## src/rtl/pcm_tx_pkg.sv

```systemverilog
package pcm_tx_pkg;

  localparam int unsigned SAMPLE_W = 32;
  localparam int unsigned CHAN_W   = 4;
  localparam int unsigned CNT_W    = $clog2(SAMPLE_W + 1);

  typedef enum logic [1:0] {
    FMT_I2S  = 2'd0,
    FMT_LJ   = 2'd1,
    FMT_DSPA = 2'd2,
    FMT_DSPB = 2'd3
  } fmt_e;

  // bits per word for a length code; codes above 5 fall back to the widest
  function automatic logic [CNT_W-1:0] wlen_bits(input logic [2:0] code);
    case (code)
      3'd0:    return CNT_W'(8);
      3'd1:    return CNT_W'(12);
      3'd2:    return CNT_W'(16);
      3'd3:    return CNT_W'(20);
      3'd4:    return CNT_W'(24);
      default: return CNT_W'(32);
    endcase
  endfunction

  // two-phase framing: stereo in the two-channel formats only
  function automatic logic dual_phase(input fmt_e f, input logic [CHAN_W-1:0] ch_m1);
    return (ch_m1 == CHAN_W'(1)) && (f == FMT_I2S || f == FMT_LJ);
  endfunction

  // one slot between frame-sync and first bit
  function automatic logic one_slot_delay(input fmt_e f);
    return (f == FMT_I2S) || (f == FMT_DSPA);
  endfunction

  // frame-sync active level is low
  function automatic logic fs_low_active(input fmt_e f, input logic inv);
    return (f == FMT_I2S) ^ inv;
  endfunction

endpackage

```

## src/rtl/pcm_tx_slot_timer.sv

```systemverilog
module pcm_tx_slot_timer (
  input  logic clk,
  input  logic rst_n,
  input  logic bclk,
  input  logic fs,
  input  logic bclk_inv,
  input  logic fs_act_low,
  output logic launch,
  output logic act_edge,
  output logic inact_edge
);

  logic bclk_q;
  logic fs_act_q;
  logic seen_q;
  logic fs_act;

  assign fs_act     = fs ^ fs_act_low;
  assign launch     = bclk_inv ? (bclk & ~bclk_q) : (~bclk & bclk_q);
  assign act_edge   = launch & seen_q & fs_act & ~fs_act_q;
  assign inact_edge = launch & seen_q & ~fs_act & fs_act_q;

  always_ff @(posedge clk) begin
    if (!rst_n) begin
      bclk_q   <= 1'b0;
      fs_act_q <= 1'b0;
      seen_q   <= 1'b0;
    end else begin
      bclk_q <= bclk;
      if (launch) begin
        fs_act_q <= fs_act;
        seen_q   <= 1'b1;
      end
    end
  end

endmodule

```

## src/rtl/pcm_tx_framer.sv

```systemverilog
module pcm_tx_framer #(
  parameter int unsigned CW = 4
) (
  input  logic          clk,
  input  logic          rst_n,
  input  logic          launch,
  input  logic          act_edge,
  input  logic          inact_edge,
  input  logic          dual,
  input  logic          delay1,
  input  logic [CW-1:0] chan_m1,
  input  logic          last_bit,
  output logic          word_start
);

  logic          pend_q;
  logic [CW-1:0] left_q;
  logic          phase_evt;
  logic          start_now;
  logic          start_pend;
  logic          start_cont;

  assign phase_evt  = act_edge | (dual & inact_edge);
  assign start_now  = phase_evt & ~delay1;
  assign start_pend = launch & ~phase_evt & pend_q;
  assign start_cont = launch & ~phase_evt & ~pend_q & last_bit & (left_q != '0);
  assign word_start = start_now | start_pend | start_cont;

  always_ff @(posedge clk) begin
    if (!rst_n) begin
      pend_q <= 1'b0;
      left_q <= '0;
    end else begin
      if (phase_evt)       pend_q <= delay1;
      else if (start_pend) pend_q <= 1'b0;

      if (start_now | start_pend) left_q <= dual ? '0 : chan_m1;
      else if (start_cont)        left_q <= left_q - 1'b1;
    end
  end

endmodule

```

## src/rtl/pcm_tx_shifter.sv

```systemverilog
module pcm_tx_shifter #(
  parameter int unsigned DW = 32,
  parameter int unsigned NW = 6
) (
  input  logic          clk,
  input  logic          rst_n,
  input  logic          launch,
  input  logic          word_start,
  input  logic          load_valid,
  input  logic [DW-1:0] load_data,
  input  logic [NW-1:0] wlen,
  output logic          sdata,
  output logic          last_bit
);

  logic [DW-1:0] sreg_q;
  logic [NW-1:0] cnt_q;

  assign sdata    = sreg_q[DW-1];
  assign last_bit = (cnt_q == NW'(1));

  always_ff @(posedge clk) begin
    if (!rst_n) begin
      sreg_q <= '0;
      cnt_q  <= '0;
    end else if (word_start) begin
      sreg_q <= load_valid ? load_data : '0;
      cnt_q  <= wlen;
    end else if (launch) begin
      if (cnt_q > NW'(1)) begin
        sreg_q <= {sreg_q[DW-2:0], 1'b0};
        cnt_q  <= cnt_q - 1'b1;
      end else if (cnt_q == NW'(1)) begin
        sreg_q <= '0;
        cnt_q  <= '0;
      end
    end
  end

endmodule

```

## src/rtl/pcm_serial_tx.sv

```systemverilog
module pcm_serial_tx #(
  parameter int unsigned DW = pcm_tx_pkg::SAMPLE_W,
  parameter int unsigned CW = pcm_tx_pkg::CHAN_W
) (
  input  logic          clk,
  input  logic          rst_n,
  input  logic          bclk,
  input  logic          fs,
  input  logic [1:0]    fmt,
  input  logic [2:0]    wlen_code,
  input  logic [CW-1:0] chan_m1,
  input  logic          bclk_inv,
  input  logic          fs_inv,
  input  logic          s_valid,
  input  logic [DW-1:0] s_data,
  output logic          s_ready,
  output logic          sdata,
  output logic          underrun
);

  import pcm_tx_pkg::*;

  localparam int unsigned NW = $clog2(DW + 1);

  fmt_e        fmt_sel;
  logic        fs_act_low;
  logic        dual;
  logic        delay1;
  logic [NW-1:0] wlen;

  // internal events, named for the checker
  logic launch;
  logic act_edge;
  logic inact_edge;
  logic word_start;
  logic last_bit;

  assign fmt_sel    = fmt_e'(fmt);
  assign fs_act_low = fs_low_active(fmt_sel, fs_inv);
  assign dual       = dual_phase(fmt_sel, chan_m1);
  assign delay1     = one_slot_delay(fmt_sel);
  assign wlen       = NW'(wlen_bits(wlen_code));

  pcm_tx_slot_timer u_slot (
    .clk        (clk),
    .rst_n      (rst_n),
    .bclk       (bclk),
    .fs         (fs),
    .bclk_inv   (bclk_inv),
    .fs_act_low (fs_act_low),
    .launch     (launch),
    .act_edge   (act_edge),
    .inact_edge (inact_edge)
  );

  pcm_tx_framer #(.CW(CW)) u_frm (
    .clk        (clk),
    .rst_n      (rst_n),
    .launch     (launch),
    .act_edge   (act_edge),
    .inact_edge (inact_edge),
    .dual       (dual),
    .delay1     (delay1),
    .chan_m1    (chan_m1),
    .last_bit   (last_bit),
    .word_start (word_start)
  );

  pcm_tx_shifter #(.DW(DW), .NW(NW)) u_shf (
    .clk        (clk),
    .rst_n      (rst_n),
    .launch     (launch),
    .word_start (word_start),
    .load_valid (s_valid),
    .load_data  (s_data),
    .wlen       (wlen),
    .sdata      (sdata),
    .last_bit   (last_bit)
  );

  assign s_ready  = word_start;
  assign underrun = word_start & ~s_valid;

endmodule

```

## config.mk

```make
export PLATFORM = sky130hd
export DESIGN_NAME = pcm_serial_tx
export DESIGN_NICKNAME = d
export VERILOG_FILES = /design/src/rtl/pcm_tx_pkg.sv /design/src/rtl/pcm_tx_slot_timer.sv /design/src/rtl/pcm_tx_framer.sv /design/src/rtl/pcm_tx_shifter.sv /design/src/rtl/pcm_serial_tx.sv
export SDC_FILE = /design/constraint.sdc
export NUM_CORES = 1
export LEC_CHECK = 0
export BUFFER_PORTS_ARGS = -buffer_cell sky130_fd_sc_hd__buf_2
export CAP_MARGIN = 20
export CELL_PAD_IN_SITES_DETAIL_PLACEMENT = 2
export CELL_PAD_IN_SITES_GLOBAL_PLACEMENT = 2
export CORE_MARGIN = 2
export CORE_UTILIZATION = 25
export CTS_CLUSTER_DIAMETER = 100
export DETAILED_ROUTE_END_ITERATION = 8
export HOLD_SLACK_MARGIN = 0.03
export PLACE_DENSITY_LB_ADDON = 0.3
export SETUP_SLACK_MARGIN = 0.15
export SLEW_MARGIN = 20
export SYNTH_ARGS = -nofsm -noshare
export SYNTH_HDL_FRONTEND = slang
export SYNTH_HIERARCHICAL = 1
export SYNTH_SLANG_ARGS = --single-unit
export TNS_END_PERCENT = 1
```

## constraint.sdc

```tcl
create_clock -name clk -period 2.4 [get_ports clk]
set_input_delay 0.24 -clock clk [delete_from_list [all_inputs] [get_ports clk]]
set_output_delay 0.24 -clock clk [all_outputs]
set_load 0.02 [all_outputs]
```

---- Word level (Yosys, flattened, before mapping) ----
Cells that the tools add are included.
storage, ports and cells
  flip-flop bits (word level) ............. 46
  bits of input ports ..................... 48
  logic and storage cells ................. 73
operators by class
  add/sub/neg operators ................... 2
  magnitude comparators ................... 1
  equality and inequality tests ........... 8
  mux-type cells .......................... 16
  bitwise operators ....................... 28
  reductions and logical operators ........ 11
operator list
  kind                                                                    number
  32-bit two-way mux                                                      5
  6-bit case mux with 5 select lines                                      1
  6-bit two-way mux                                                       4
  1-bit AND                                                               15
  4-bit two-way mux                                                       3
  1-bit inverter                                                          8
  3-bit by 2-bit equality test with 1-bit output (second input constant)  2
  6-bit by 1-bit equality test with 1-bit output (second input constant)  1
  6-bit by 1-bit > comparator with 1-bit output (second input constant)   1
  2-bit nonzero test                                                      3
  6-bit by 1-bit subtractor with 6-bit output (second input constant)     1
  4-bit by 1-bit equality test with 1-bit output (second input constant)  1
  4-bit nonzero test                                                      1
  4-bit by 1-bit subtractor with 4-bit output (second input constant)     1
  3-bit by 1-bit equality test with 1-bit output (second input constant)  1
  3-bit equality test (second input constant)                             1
  3-bit zero test                                                         1
  1-bit two-way mux                                                       3
  1-bit OR                                                                3
  3-bit nonzero test                                                      1
  2-bit by 1-bit equality test with 1-bit output (second input constant)  1
  2-bit equality test (second input constant)                             1
  2-bit zero test                                                         1
  1-bit logical OR                                                        2
  other kinds (3)                                                         4

---- Longest topological paths before layout ----
Gate-level depths: netlist of run 1.
  depth after elaboration ................. 16
  gate-level depth with buffers ........... 14
  gate-level depth less buffers ........... 12

---- Hierarchy ----
The synthesis of run 1 kept the hierarchy.
by module, submodules not included
  module             times used  cells each  area an instance (um^2)  seq. area each (um^2)
  pcm_tx_shifter     1           199         1,970.6                  760.7
  pcm_tx_framer      1           43          352.8                    100.1
  pcm_tx_slot_timer  1           15          151.4                    60.1
  pcm_serial_tx      1           12          81.3                     0.0

---- Worst setup path after synthesis of run 1 ----
OpenSTA, ideal clock, no wires.
  path type ............................... input port to flip-flop
  start point ............................. in fmt[1]
  end point ............................... reg u_shf.sreg_q[10]
  setup time .............................. 120 ps
  arrival time ............................ 2,607 ps
  required time ........................... 2,280 ps
  path slack .............................. -327 ps
  cell stages on the path ................. 14
  buffers on the path ..................... 2
  path through ............................ nor2_1 > xor2_1 > xnor2_1 > nor2_1 > and3_1 > a21oi_1 > mux2_2 > nand2_1 > buf_4 > nor2_1 > a21o_2 > buf_6 > a221oi_2 > nor2_1
between the ends
  elaborated cells on any way between the ends .. 29
  those cells by class .................... 2 x eq/ne; 1 x mux; 19 x bitwise; 7 x reduce/logical
RTL lines
  element                                                                           RTL line                                  source
  from (decl)                                                                       pcm_serial_tx.sv:9                        input logic [1:0] fmt,
  2-bit zero test (*)                                                               pcm_tx_pkg.sv:38                          return (f == FMT_I2S) ^ inv;
  1-bit XOR (*)                                                                     pcm_tx_pkg.sv:38
  via fs_act_low                                                                    pcm_serial_tx.sv:26                       logic fs_act_low;
  1-bit XOR (*)                                                                     pcm_tx_slot_timer.sv:18                   assign fs_act = fs ^ fs_act_low;
  1-bit AND (*) (2 in a row)                                                        pcm_tx_slot_timer.sv:20                   assign act_edge = launch & seen_q & fs_act & ~fs_act_q;
  via act_edge                                                                      pcm_serial_tx.sv:33                       logic act_edge;
  1-bit OR (*)                                                                      pcm_tx_framer.sv:23                       assign phase_evt = act_edge | (dual & inact_edge);
  1-bit inverter                                                                    pcm_tx_framer.sv:25, pcm_tx_framer.sv:26
  1-bit AND                                                                         pcm_tx_framer.sv:25, pcm_tx_framer.sv:26
  1-bit AND (3 in a row)                                                            pcm_tx_framer.sv:26                       assign start_cont = launch & ~phase_evt & ~pend_q & last_bit & (left_q != '0);
  1-bit OR (*)                                                                      pcm_tx_framer.sv:27                       assign word_start = start_now | start_pend | start_cont;
  via s_ready                                                                       pcm_serial_tx.sv:16                       output logic s_ready,
  3-bit nonzero test (no source line) / 2-bit nonzero test (equally long branches)  n/a
  2-bit AND reduction (no source line)                                              n/a
  to (signal assigned)                                                              pcm_tx_shifter.sv:27                      sreg_q <= load_valid ? load_data : '0;
  to (signal assigned)                                                              pcm_tx_shifter.sv:31                      sreg_q <= {sreg_q[DW-2:0], 1'b0};
  to (decl)                                                                         pcm_tx_shifter.sv:16                      logic [DW-1:0] sreg_q;
The timed path passes the listed nets; every way through them passes the cells marked *.
A chain may end at the register's enable or synchronous reset.

---- Worst setup path after layout of run 1 ----
  start point ............................. reg u_slot.bclk_q
  end point ............................... out underrun
between the ends
  longest elaborated chain between the ends .. 15
  elaborated cells on any way between the ends .. 21
  those cells by class .................... 1 x mux; 20 x bitwise
ends and longest elaborated chain
  element                     RTL line                                  source
  from (decl)                 pcm_tx_slot_timer.sv:13                   logic bclk_q;
  from (signal assigned)      pcm_tx_slot_timer.sv:29                   bclk_q <= bclk;
  1-bit inverter              pcm_tx_slot_timer.sv:19                   assign launch = bclk_inv ? (bclk & ~bclk_q) : (~bclk & bclk_q);
  1-bit AND                   pcm_tx_slot_timer.sv:19
  1-bit two-way mux (*)       pcm_tx_slot_timer.sv:19
  via launch                  pcm_serial_tx.sv:32                       logic launch;
  1-bit AND (*) (3 in a row)  pcm_tx_slot_timer.sv:21                   assign inact_edge = launch & seen_q & ~fs_act & fs_act_q;
  via inact_edge              pcm_serial_tx.sv:34                       logic inact_edge;
  1-bit AND (*)               pcm_tx_framer.sv:23
  1-bit OR (*)                pcm_tx_framer.sv:23
  1-bit inverter              pcm_tx_framer.sv:25, pcm_tx_framer.sv:26
  1-bit AND                   pcm_tx_framer.sv:25, pcm_tx_framer.sv:26
  1-bit AND (3 in a row)      pcm_tx_framer.sv:26
  1-bit OR (*)                pcm_tx_framer.sv:27
  1-bit AND (*)               pcm_serial_tx.sv:82                       assign underrun = word_start & ~s_valid;
  to (decl)                   pcm_serial_tx.sv:18                       output logic underrun
Marks and branches as above.

==> results of run 1 <==
[per-layer routing]
metal,share of wire,global-route usage,up-vias
met2,0.50,0.253,27
met3,0.020,0.0225,9
met1,0.46,0.191,1158
li1,-,-,1150
met5,0,0,-
met4,0.014,0.0400,0
[report_power, final]
group,internal [uW],switching [uW]
Sequential,894,101
Combinational,493,559
Clock,232,279
[final cells by class]
type | instances | area, um^2 | share of cell area
clock buffer | 6 | 82.6 | 0.0244
clock inverter | 2 | 12.5 | 0.00370
inverter | 8 | 30.0 | 0.00888
multi-input combinational | 196 | 1560 | 0.462
sequential | 46 | 923 | 0.273
tap | 133 | 166 | 0.0492
timing repair buffer | 85 | 604 | 0.179
[cell families after synthesis]
logic type | synth area share
compound gates | 0.340
simple gates | 0.185
flops | 0.360
buf+inv | 0.0705
mux | 0.0181
fa+ha+maj | 0.0147
xor+xnor | 0.0103
other cells | 0.00147
[synthesized netlist by cell type (2+ instances only)]
| master | count |
|---|---|
| sky130_fd_sc_hd__dfxtp_1 | 46 |
| sky130_fd_sc_hd__nor2_1 | 36 |
| sky130_fd_sc_hd__o21ai_0 | 34 |
| sky130_fd_sc_hd__a221oi_2 | 30 |
| sky130_fd_sc_hd__a21oi_1 | 10 |
| sky130_fd_sc_hd__nand2_1 | 10 |
| sky130_fd_sc_hd__inv_1 | 8 |
| sky130_fd_sc_hd__buf_6 | 7 |
| sky130_fd_sc_hd__nor2b_1 | 7 |
| sky130_fd_sc_hd__nand2b_1 | 6 |
| sky130_fd_sc_hd__clkbuf_1 | 5 |
| sky130_fd_sc_hd__buf_4 | 3 |
| sky130_fd_sc_hd__ha_1 | 3 |
| sky130_fd_sc_hd__nand3b_1 | 3 |
| sky130_fd_sc_hd__nor4_1 | 3 |
| sky130_fd_sc_hd__o211ai_1 | 3 |
| sky130_fd_sc_hd__or3_1 | 3 |
| sky130_fd_sc_hd__a21o_2 | 2 |
| sky130_fd_sc_hd__and2_1 | 2 |
| sky130_fd_sc_hd__buf_2 | 2 |
| sky130_fd_sc_hd__clkbuf_2 | 2 |
| sky130_fd_sc_hd__mux2i_1 | 2 |
| sky130_fd_sc_hd__nand4b_1 | 2 |
| sky130_fd_sc_hd__nor3_1 | 2 |
| sky130_fd_sc_hd__o21a_1 | 2 |
| sky130_fd_sc_hd__o21ai_1 | 2 |
| sky130_fd_sc_hd__or2_2 | 2 |
| sky130_fd_sc_hd__xnor2_1 | 2 |
[worst max-delay path: stages, from the launching register on]
cell and delay (ns):
sky130_fd_sc_hd__dfxtp_2 0.34, sky130_fd_sc_hd__nand3b_1 0.19, sky130_fd_sc_hd__o21ai_4 0.12, sky130_fd_sc_hd__and4_4 0.28, sky130_fd_sc_hd__a21oi_4 0.06, sky130_fd_sc_hd__mux2_4 0.32, sky130_fd_sc_hd__nand2_4 0.12, sky130_fd_sc_hd__buf_6 0.11
sky130_fd_sc_hd__nor2b_4 0.13, sky130_fd_sc_hd__buf_6 0.12
[flip-flops by register name (all words and copies together), names as in the netlist]
register and cells:
u_frm/left_q 4, u_slot/bclk_q 1, u_slot/fs_act_q 1, u_shf/sreg_q 32, u_shf/cnt_q 6, u_slot/seen_q 1, u_frm/pend_q 1
[timing repair]
item	in CTS	in global routing
setup endpoints to repair	36	37
cloned	0	0
pin swaps	5	3
setup buffers	4	0
hold buffers	0	0
endpoints found under the hold margin	0	0
gates resized for setup	11	9
[path summary, 6_finish.rpt]
kind / slack, ns / to / cells past startpoint / startpoint
worst max-delay path: 0.07 / underrun / 9 / u_slot/bclk_q
worst min register to register: 0.49 / u_slot/fs_act_q / 2 / u_slot/fs_act_q
worst min-delay path: 0.17 / u_shf/sreg_q[13] / 3 / s_data[13]
worst max register to register: 0.08 / u_shf/sreg_q[12] / 11 / u_slot/bclk_q
[metrics by stage]
step / instance area, um^2 / instances
after floorplan: 2640 / 270
after global placement: 3200 / 464
after detailed placement: 3200 / 464
after CTS: 3370 / 476
after global routing: 3380 / 476
final: 3380 / 476
==> flow_metrics.py, run 1 <==
metrics = {
    "drt": {
        "total_wire_length_after_detailed_routing_mm": 7.71,
        "number_of_iterations_in_the_first_detailed_routing_pass": 5,
        "route.detailed.drc": 0,
        "vias_per_cell": 4.92,
        "antenna_left": 0,
        "post_drt_wl_per_cell_um": 16.2,
        "routed-via-count": 2344,
        "dr.first_iter.drc_count": 85,
    },
    "floorplan": {
        "die_width_um": 105,
        "die_area_um2": 11000,
        "num_io_pins": 51,
        "row_count": 36,
        "die_h_um": 105,
        "coreArea_um2": 9860,
        "initial_cell_density_of_the_core": 0.259,
    },
    "synth": {
        "synth_seq_cells": 46,
        "post_synth_num_cell_types": 58,
        "yosys_top_cell_area_share": 0.360,
        "synthFlopType": "sky130_fd_sc_hd__dfxtp_1",
        "synthDominantAreaCellType": "sky130_fd_sc_hd__dfxtp_1",
        "yosys_warnings": 6,
        "seq_area_frac_synth": 0.360,
        "synth_area_um2": 2560,
        "synth_enable_flop_cells": 0,
        "leading_cell_types_by_total_area_after_synthesis": "sky130_fd_sc_hd__dfxtp_1, sky130_fd_sc_hd__a221oi_2, sky130_fd_sc_hd__o21ai_0, sky130_fd_sc_hd__nor2_1, sky130_fd_sc_hd__buf_6",
        "synth.avg_cell_area_um2": 9.50,
        "post_synth_inst_count": 269,
        "synth_async_sr_flop_share": 0,
    },
    "global_route": {
        "pin_count_of_the_biggest_net_entering_global_routing": 52,
        "global_route.overflow_total": 0,
        "antenna_found_initial": 0,
        "global_route_wire_length_before_repair_mm": 13.2,
        "gr-usage-all-layers": 0.147,
        "first_global_vias": 2568,
    },
    "timing": {
        "fin_skew_ns": 0.00834,
        "worst_slew_margin_rel": 0.636,
        "timing.final.ws_setup_ns": 0.0733,
        "maxSlewViolCount": 0,
        "timing_worst_slew_pin_value_ns": 0.542,
        "timing.fmax_ghz": 0.430,
        "setup_tns_ns": 0,
        "fin_hold_ws_ns": 0.167,
        "final_hold_viol_count": 0,
        "grt_setup_unrepaired": "yes",
        "final-setup-viol-count": 0,
        "fin_crit_ns": 2.33,
        "final_min_period_over_clock_period": 0.969,
    },
    "finish": {
        "fillCellCount": 1113,
        "layout.cells.most_common_list": "sky130_fd_sc_hd__buf_2, sky130_fd_sc_hd__dfxtp_1, sky130_fd_sc_hd__nor2_1, sky130_fd_sc_hd__a221oi_2, sky130_fd_sc_hd__buf_4",
        "layout.cells.most_common": "sky130_fd_sc_hd__buf_2",
        "design.final.nets": 393,
        "final_core_util": 0.343,
        "drive_gt1_frac": 0.440,
        "area_growth_pct": 32.3,
        "num_antenna_cells": 0,
    },
    "power": {
        "report.power.total_uw": 2560,
        "pwr_density_cell_nw_per_um2": 757,
        "power_leakage_uw": 0.00145,
        "ir_drop_mv": 0.258,
    },
    "clock_network": {
        "clock_sinks": 46,
        "worst_skew_pair.late_latency_ns": 0.30,
        "cts.reportedPaths.clkPinSlew_ns": 0.09,
        "cts.root.buffer_cell": "sky130_fd_sc_hd__clkbuf_8",
        "htree_levels": 2,
        "cts_max_path_buffers": 2,
        "number_of_cts_inserted_buffers": 5,
        "cts_tree": "yes",
    },
    "worst_setup_path": {
        "timing.critical_path.from_type": "register",
        "cp.required_ns": 2.16,
        "arrival_ns": 2.09,
        "timing.critical_path.fanout_max": 5,
        "cp-end-kind": "output port",
        "path_class": "register to output port",
    },
    "placement": {
        "gp_routability_congestion": 0.752,
        "io_buffer_count": 50,
        "dp_hpwl_mm": 5.41,
        "pre_cts_slack_ns": -0.212,
    },
    "status": {
        "run_status": "finished, final reports clean",
    },
    "flow_run": {
        "cap_violations": 0,
    },
    "hold_path": {
        "hp-class": "primary input to register",
    },
}
No activity file was read; power rests on OpenSTA's default activity.
==> run 2: changes to the inputs <==
- ABC_AREA: not set -> 1
==> flow_metrics.py, run 2 <==
metrics = {
    "timing": {
        "final_min_period_over_clock_period": 0.886,
        "timing.fmax_ghz": 0.470,
        "grt_setup_unrepaired": "no",
        "timing_worst_slew_pin_value_ns": 0.686,
        "fin_skew_ns": 0.0154,
        "worst_slew_margin_rel": 0.543,
        "final-setup-viol-count": 0,
        "timing.final.ws_setup_ns": 0.274,
        "fin_crit_ns": 2.13,
        "fin_hold_ws_ns": 0.170,
        "maxSlewViolCount": 0,
        "final_hold_viol_count": 0,
    },
    "clock_network": {
        "cts.hold.buffers_added": 0,
        "cts.root.buffer_cell": "sky130_fd_sc_hd__clkbuf_8",
        "cts_max_path_buffers": 2,
        "clock_sinks": 46,
        "cts.reportedPaths.clkPinSlew_ns": 0.08,
        "worst_skew_pair.late_latency_ns": 0.31,
        "htree_levels": 2,
        "number_of_cts_inserted_buffers": 5,
        "cts_tree": "yes",
    },
    "drt": {
        "route.detailed.drc": 0,
        "number_of_iterations_in_the_first_detailed_routing_pass": 3,
        "met3RoutedLength_um": 233,
        "post_drt_wl_per_cell_um": 13.7,
        "vias_per_cell": 4.57,
        "dr.first_iter.drc_count": 66,
        "top_signal_layer_used": "met4",
        "antenna_left": 0,
        "routed-via-count": 2731,
        "met2_length_mm": 4.16,
        "drt-met1-wl_mm": 3.73,
        "total_wire_length_after_detailed_routing_mm": 8.18,
    },
    "hold_path": {
        "hold-path-cell-count": 3,
        "hp-class": "primary input to register",
    },
    "synth": {
        "synth_async_sr_flop_share": 0,
        "synthFlopType": "sky130_fd_sc_hd__dfxtp_1",
        "synth.avg_cell_area_um2": 6.47,
        "synthMostInstantiatedCell": "sky130_fd_sc_hd__nand2_1",
        "post_synth_inst_count": 399,
        "post_synth_num_cell_types": 29,
        "yosys_top_cell_area_share": 0.357,
        "leading_cell_types_by_total_area_after_synthesis": "sky130_fd_sc_hd__dfxtp_1, sky130_fd_sc_hd__nand2_1, sky130_fd_sc_hd__a21oi_1, sky130_fd_sc_hd__nor2_1, sky130_fd_sc_hd__o21ai_0",
        "synth.cells.most_frequent": "sky130_fd_sc_hd__nand2_1, sky130_fd_sc_hd__nor2_1, sky130_fd_sc_hd__dfxtp_1",
        "yosys_warnings": 6,
        "synthDominantAreaCellType": "sky130_fd_sc_hd__dfxtp_1",
        "seq_area_frac_synth": 0.357,
        "synth_enable_flop_cells": 0,
        "synth_seq_cells": 46,
        "synth_area_um2": 2580,
    },
    "placement": {
        "dp_hpwl_mm": 5.70,
        "post-place-cells": 578,
        "gp_routability_congestion": 0.784,
        "pre_cts_slack_ns": -0.000377,
        "io_buffer_count": 50,
    },
    "worst_setup_path": {
        "regToRegSetupSlack_ns": 0.32,
        "cp_cell_sequence": "inv_2 -> nand3_2 -> nand2_2 -> nand3_2 -> nor2_2 -> nand2_2 -> nand3_2 -> inv_1 -> nand2_2 -> nand2_4 -> buf_6 -> buf_4 -> buf_2",
        "critPathLaunch": "u_slot/bclk_q",
        "slowest_stage": "sky130_fd_sc_hd__dfxtp_2",
        "timing.critical_path.from_type": "register",
        "cp.required_ns": 2.16,
        "rr_startpoint": "u_slot/bclk_q",
        "worst_setup_path_endpoint": "s_ready",
        "cp-end-kind": "output port",
        "max_stage_delay_ns": 0.34,
        "r2r_cells": 16,
        "timing.critical_path.fanout_max": 4,
        "arrival_ns": 1.89,
        "regToRegEndpoint": "u_shf/sreg_q[28]",
        "path_class": "register to output port",
    },
    "global_route": {
        "global_route_wire_length_before_repair_mm": 13.3,
        "pin_count_of_the_biggest_net_entering_global_routing": 42,
        "global_route.overflow_total": 0,
        "antenna_found_initial": 0,
        "gr-usage-all-layers": 0.144,
        "first_global_vias": 2821,
    },
    "power": {
        "power_leakage_uw": 0.00149,
        "ir_drop_mv": 0.286,
        "pwr_density_cell_nw_per_um2": 644,
    },
    "status": {
        "run_status": "finished, final reports clean",
    },
    "floorplan": {
        "num_io_pins": 51,
        "initial_cell_density_of_the_core": 0.253,
        "coreArea_um2": 10200,
        "row_count": 37,
        "die_h_um": 106,
        "die_area_um2": 11200,
        "die_width_um": 106,
    },
    "finish": {
        "drive_gt1_frac": 0.260,
        "reg_top3": "u_shf/sreg_q: 32 flops, u_shf/cnt_q: 6 flops, u_frm/left_q: 4 flops",
        "largest-register": "u_shf/sreg_q",
        "layout.cells.most_common": "sky130_fd_sc_hd__nand2_1",
        "final_cell_count_no_fill": 598,
        "layout.cells.most_common_list": "sky130_fd_sc_hd__nand2_1, sky130_fd_sc_hd__buf_2, sky130_fd_sc_hd__nor2_1, sky130_fd_sc_hd__dfxtp_1, sky130_fd_sc_hd__a21oi_1",
        "num_antenna_cells": 0,
        "design.final.nets": 512,
        "fillCellCount": 1303,
        "area_growth_pct": 28.3,
        "largest_reg_flops": 32,
    },
    "flow_run": {
        "cap_violations": 0,
    },
}
[run 2: cell count changes in the layout (fill, tap and decap cells not counted), moves of 4 or more]
cell and change:
sky130_fd_sc_hd__a21oi_1 +30, sky130_fd_sc_hd__nor2_1 +14, sky130_fd_sc_hd__nand3_1 +13, sky130_fd_sc_hd__a21oi_2 +5, sky130_fd_sc_hd__nor2b_1 -6, sky130_fd_sc_hd__nand3_2 +4
sky130_fd_sc_hd__nor2_2 +8, sky130_fd_sc_hd__nand2_1 +106, sky130_fd_sc_hd__a221oi_2 -30, sky130_fd_sc_hd__inv_1 +22, sky130_fd_sc_hd__inv_2 +4, sky130_fd_sc_hd__buf_4 -13
sky130_fd_sc_hd__nand2_2 +6, sky130_fd_sc_hd__nand2b_1 -6
[run 2: final cells by class]
class / count / area (um^2) / area share
Sequential cell: 46 / 922 / 0.278
Tap cell: 136 / 170 / 0.0514
Multi-Input combinational cell: 301 / 1490 / 0.450
Clock buffer: 7 / 86.3 / 0.0261
Inverter: 36 / 140 / 0.0423
Clock inverter: 1 / 8.76 / 0.00264
Timing Repair Buffer: 71 / 494 / 0.149
[run 2: logic make-up after synthesis]
logic type,after synthesis,synth area share
flip-flops,46,0.357
other,1,0.00145
AO/OA/AOI/OAI,84,0.172
buffers and inverters,53,0.0906
adder cells (fa/ha/maj),3,0.0145
XOR/XNOR,3,0.0102
AND/OR/NAND/NOR,209,0.354
[run 2: critical path, delay by kind of cell (launching register included)]
kind,cells,cell delay (ns)
and+or+nand+nor,8,0.77
buffers and inverters,5,0.51
DFF,1,0.34
[run 2: how the worst min path moves through the flow]
stage	end	start
CTS	u_slot/bclk_q	bclk
floorplan	u_slot/bclk_q	bclk
global placement	u_shf/sreg_q[0]	u_shf/sreg_q[0]
finish	u_slot/bclk_q	bclk
global route	u_slot/bclk_q	bclk
detailed placement	u_shf/sreg_q[0]	u_shf/sreg_q[0]
[run 2: metrics by stage]
step / utilization / cell area, um^2 / power, uW / TNS (ns)
floorplan: - / 2590 / 1340 / 0
global placement: 0.298 / 3040 / 1540 / 0
detailed placement: 0.298 / 3040 / 1570 / -0.000377
CTS: 0.308 / 3130 / 2110 / 0
global route: 0.325 / 3310 / 2300 / 0
finish: 0.325 / 3310 / 2130 / 0
[run 2: layer usage]
layer / vias up / GRT usage
met3: 4 / 0.0241
met5: - / 0
met4: 0 / 0.0320
li1: 1383 / -
met1: 1300 / 0.181
met2: 44 / 0.259
[run 2: power by group]
part           internal, uW  switching (uW)  leakage (uW)
clock                   239             291     0.0000489
sequential              854            57.7      0.000374
combinational           292             399       0.00107
[run 2: what timing repair did]
action                                  in CTS  in global routing
resized for setup                            0                 21
endpoints found under the setup margin       0                 40
endpoints found under the hold margin        0                  0
setup buffers                                0                 11
==> run 3: changes to the inputs <==
- GPL_TIMING_DRIVEN: not set -> 0
==> flow_metrics.py, run 3 (same netlist as run 2, synthesis figures left out) <==
metrics = {
    "placement": {
        "gp_routability_congestion": 0.771,
        "dp_hpwl_mm": 6.01,
        "io_buffer_count": 50,
    },
    "power": {
        "switchingPower_uw": 825,
        "cell_internal_pwr_uw": 1510,
        "power.clock.fraction": 0.264,
        "ir_drop_mv": 0.230,
        "power.switching_fraction": 0.354,
        "report.power.total_uw": 2330,
        "pwr_density_cell_nw_per_um2": 657,
        "power_leakage_uw": 0.00157,
        "share_comb_of_total_power": 0.341,
        "portion_of_total_power_attributed_to_sequential_cells": 0.394,
    },
    "clock_network": {
        "htree_levels": 2,
        "cts_max_path_buffers": 2,
        "cts.root.buffer_cell": "sky130_fd_sc_hd__clkbuf_8",
        "number_of_cts_inserted_buffers": 5,
        "cts_tree": "yes",
        "cts.reportedPaths.clkPinSlew_ns": 0.10,
        "clock_sinks": 46,
        "worst_skew_pair.late_latency_ns": 0.31,
    },
    "timing": {
        "setup_tns_ns": 0,
        "final-setup-viol-count": 0,
        "timing.fmax_ghz": 0.461,
        "final_min_period_over_clock_period": 0.904,
        "fin_crit_ns": 2.17,
        "maxSlewViolCount": 0,
        "fin_skew_ns": 0.0149,
        "grt_setup_unrepaired": "no",
        "final_hold_viol_count": 0,
    },
    "drt": {
        "total_wire_length_after_detailed_routing_mm": 8.57,
        "number_of_iterations_in_the_first_detailed_routing_pass": 4,
        "routed-via-count": 2839,
        "vias_per_cell": 4.61,
        "dr.first_iter.drc_count": 54,
        "route.detailed.drc": 0,
        "post_drt_wl_per_cell_um": 13.9,
        "antenna_left": 0,
    },
    "finish": {
        "largest-register": "u_shf/sreg_q",
        "largest_reg_flops": 32,
        "area_growth_pct": 37.3,
        "fillCellCount": 1256,
        "design.final.nets": 530,
        "num_antenna_cells": 0,
        "layout.cells.most_common_list": "sky130_fd_sc_hd__nand2_1, sky130_fd_sc_hd__buf_2, sky130_fd_sc_hd__nor2_1, sky130_fd_sc_hd__dfxtp_1, sky130_fd_sc_hd__inv_1",
        "layout.cells.most_common": "sky130_fd_sc_hd__nand2_1",
        "reg_top3": "u_shf/sreg_q: 32 flops, u_shf/cnt_q: 6 flops, u_frm/left_q: 4 flops",
        "drive_gt1_frac": 0.329,
    },
    "hold_path": {
        "hold_path.startpoint": "s_data[0]",
        "hp-class": "primary input to register",
    },
    "worst_setup_path": {
        "path_class": "register to register",
        "worst_setup_path_endpoint": "u_shf/sreg_q[10]",
        "rr_startpoint": "u_slot/bclk_q",
        "critPathLaunch": "u_slot/bclk_q",
        "timing.critical_path.from_type": "register",
        "regToRegEndpoint": "u_shf/sreg_q[10]",
        "cp-end-kind": "register",
        "arrival_ns": 2.36,
        "cp.required_ns": 2.59,
        "timing.critical_path.fanout_max": 8,
        "regToRegSetupSlack_ns": 0.23,
        "r2r_cells": 19,
    },
    "floorplan": {
        "initial_cell_density_of_the_core": 0.253,
        "coreArea_um2": 10200,
        "die_width_um": 106,
        "die_h_um": 106,
        "num_io_pins": 51,
        "row_count": 37,
        "die_area_um2": 11200,
    },
    "global_route": {
        "gr-usage-all-layers": 0.147,
        "global_route.overflow_total": 0,
        "pin_count_of_the_biggest_net_entering_global_routing": 16,
        "global_route_wire_length_before_repair_mm": 13.4,
        "first_global_vias": 2855,
        "antenna_found_initial": 0,
    },
    "status": {
        "run_status": "finished, final reports clean",
    },
    "flow_run": {
        "cap_violations": 0,
    },
}
## run 3: cell types whose count changed in the layout (fill, tap and decap cells not counted), sizes merged
| cell | change |
|---|---|
| buf | +15 |
| bufinv | +1 |
| clkbuf | +1 |
| clkinv | +1 |
## run 3: what timing repair did
action                     CTS  global route
hold buffers                 0             0
cloned                       1             0
buffers inserted             5            16
pin swaps                    4            17
gates resized for setup     19            51
setup endpoints to repair   39            39
## run 3: worst max-delay path, cell delays in order, from the launching register on
cell and delay [ns]:
sky130_fd_sc_hd__dfxtp_2 0.34, sky130_fd_sc_hd__inv_2 0.06, sky130_fd_sc_hd__nand3_4 0.07, sky130_fd_sc_hd__nand2_4 0.10, sky130_fd_sc_hd__nand3_2 0.08, sky130_fd_sc_hd__nor2_2 0.10
sky130_fd_sc_hd__nand2_2 0.12, sky130_fd_sc_hd__nand2_4 0.10, sky130_fd_sc_hd__nand2_4 0.06, sky130_fd_sc_hd__nand2_4 0.10, sky130_fd_sc_hd__inv_4 0.05, sky130_fd_sc_hd__nand2_4 0.09
sky130_fd_sc_hd__buf_6 0.14, sky130_fd_sc_hd__inv_8 0.04, sky130_fd_sc_hd__nand2_2 0.08, sky130_fd_sc_hd__nor2_4 0.04, sky130_fd_sc_hd__buf_12 0.14, sky130_fd_sc_hd__buf_6 0.13
sky130_fd_sc_hd__a21oi_1 0.15, sky130_fd_sc_hd__nor2_1 0.07
## run 3: layer usage
metal | vias up | global-route usage | part of all wire
li1 | 1423 | - | -
met1 | 1368 | 0.180 | 0.45
met2 | 39 | 0.267 | 0.52
met3 | 9 | 0.0216 | 0.026
met4 | 0 | 0.0423 | 0.012
met5 | - | 0 | 0
## run 3: power by group through the flow
stage	Sequential, uW	Combinational [uW]	Clock (uW)
2_1_floorplan	910	428	0
3_3_place_gp	921	588	0
3_5_place_dp	924	613	0
4_1_cts	908	688	640
5_1_grt	932	890	669
6_report	919	795	616
## run 3: how the worst min path moves through the flow
stage	slack, ns	end	cells after the start
3_3_place_gp	0.46	u_shf/sreg_q[23]	2
2_1_floorplan	0.33	u_slot/bclk_q	2
3_5_place_dp	0.47	u_shf/sreg_q[0]	2
5_1_grt	0.18	u_shf/sreg_q[0]	3
6_report	0.18	u_shf/sreg_q[0]	3
4_1_cts	0.16	u_slot/bclk_q	3
## run 3: area by class of cell
class | count | area [um^2] | area share
well taps | 136 | 170 | 0.0480
clock inverters | 3 | 43.8 | 0.0124
repair buffers | 72 | 444 | 0.125
multi-input cells | 301 | 1590 | 0.449
clock buffers | 5 | 68.8 | 0.0194
inverters | 36 | 145 | 0.0409
flip-flops and latches | 46 | 922 | 0.260
plain buffers | 17 | 159 | 0.0448
## run 3: stage by stage
stage	instances	area, um^2	setup slack, ns	hold slack (ns)	util
after floorplan	400	2590	0.182	0.333	-
after global placement	586	3010	-0.342	0.458	0.295
after detailed placement	586	3010	-0.416	0.466	0.295
after CTS	600	3240	0.124	0.161	0.318
after global routing	616	3540	0.0879	0.181	0.348
final	616	3540	0.231	0.183	0.348
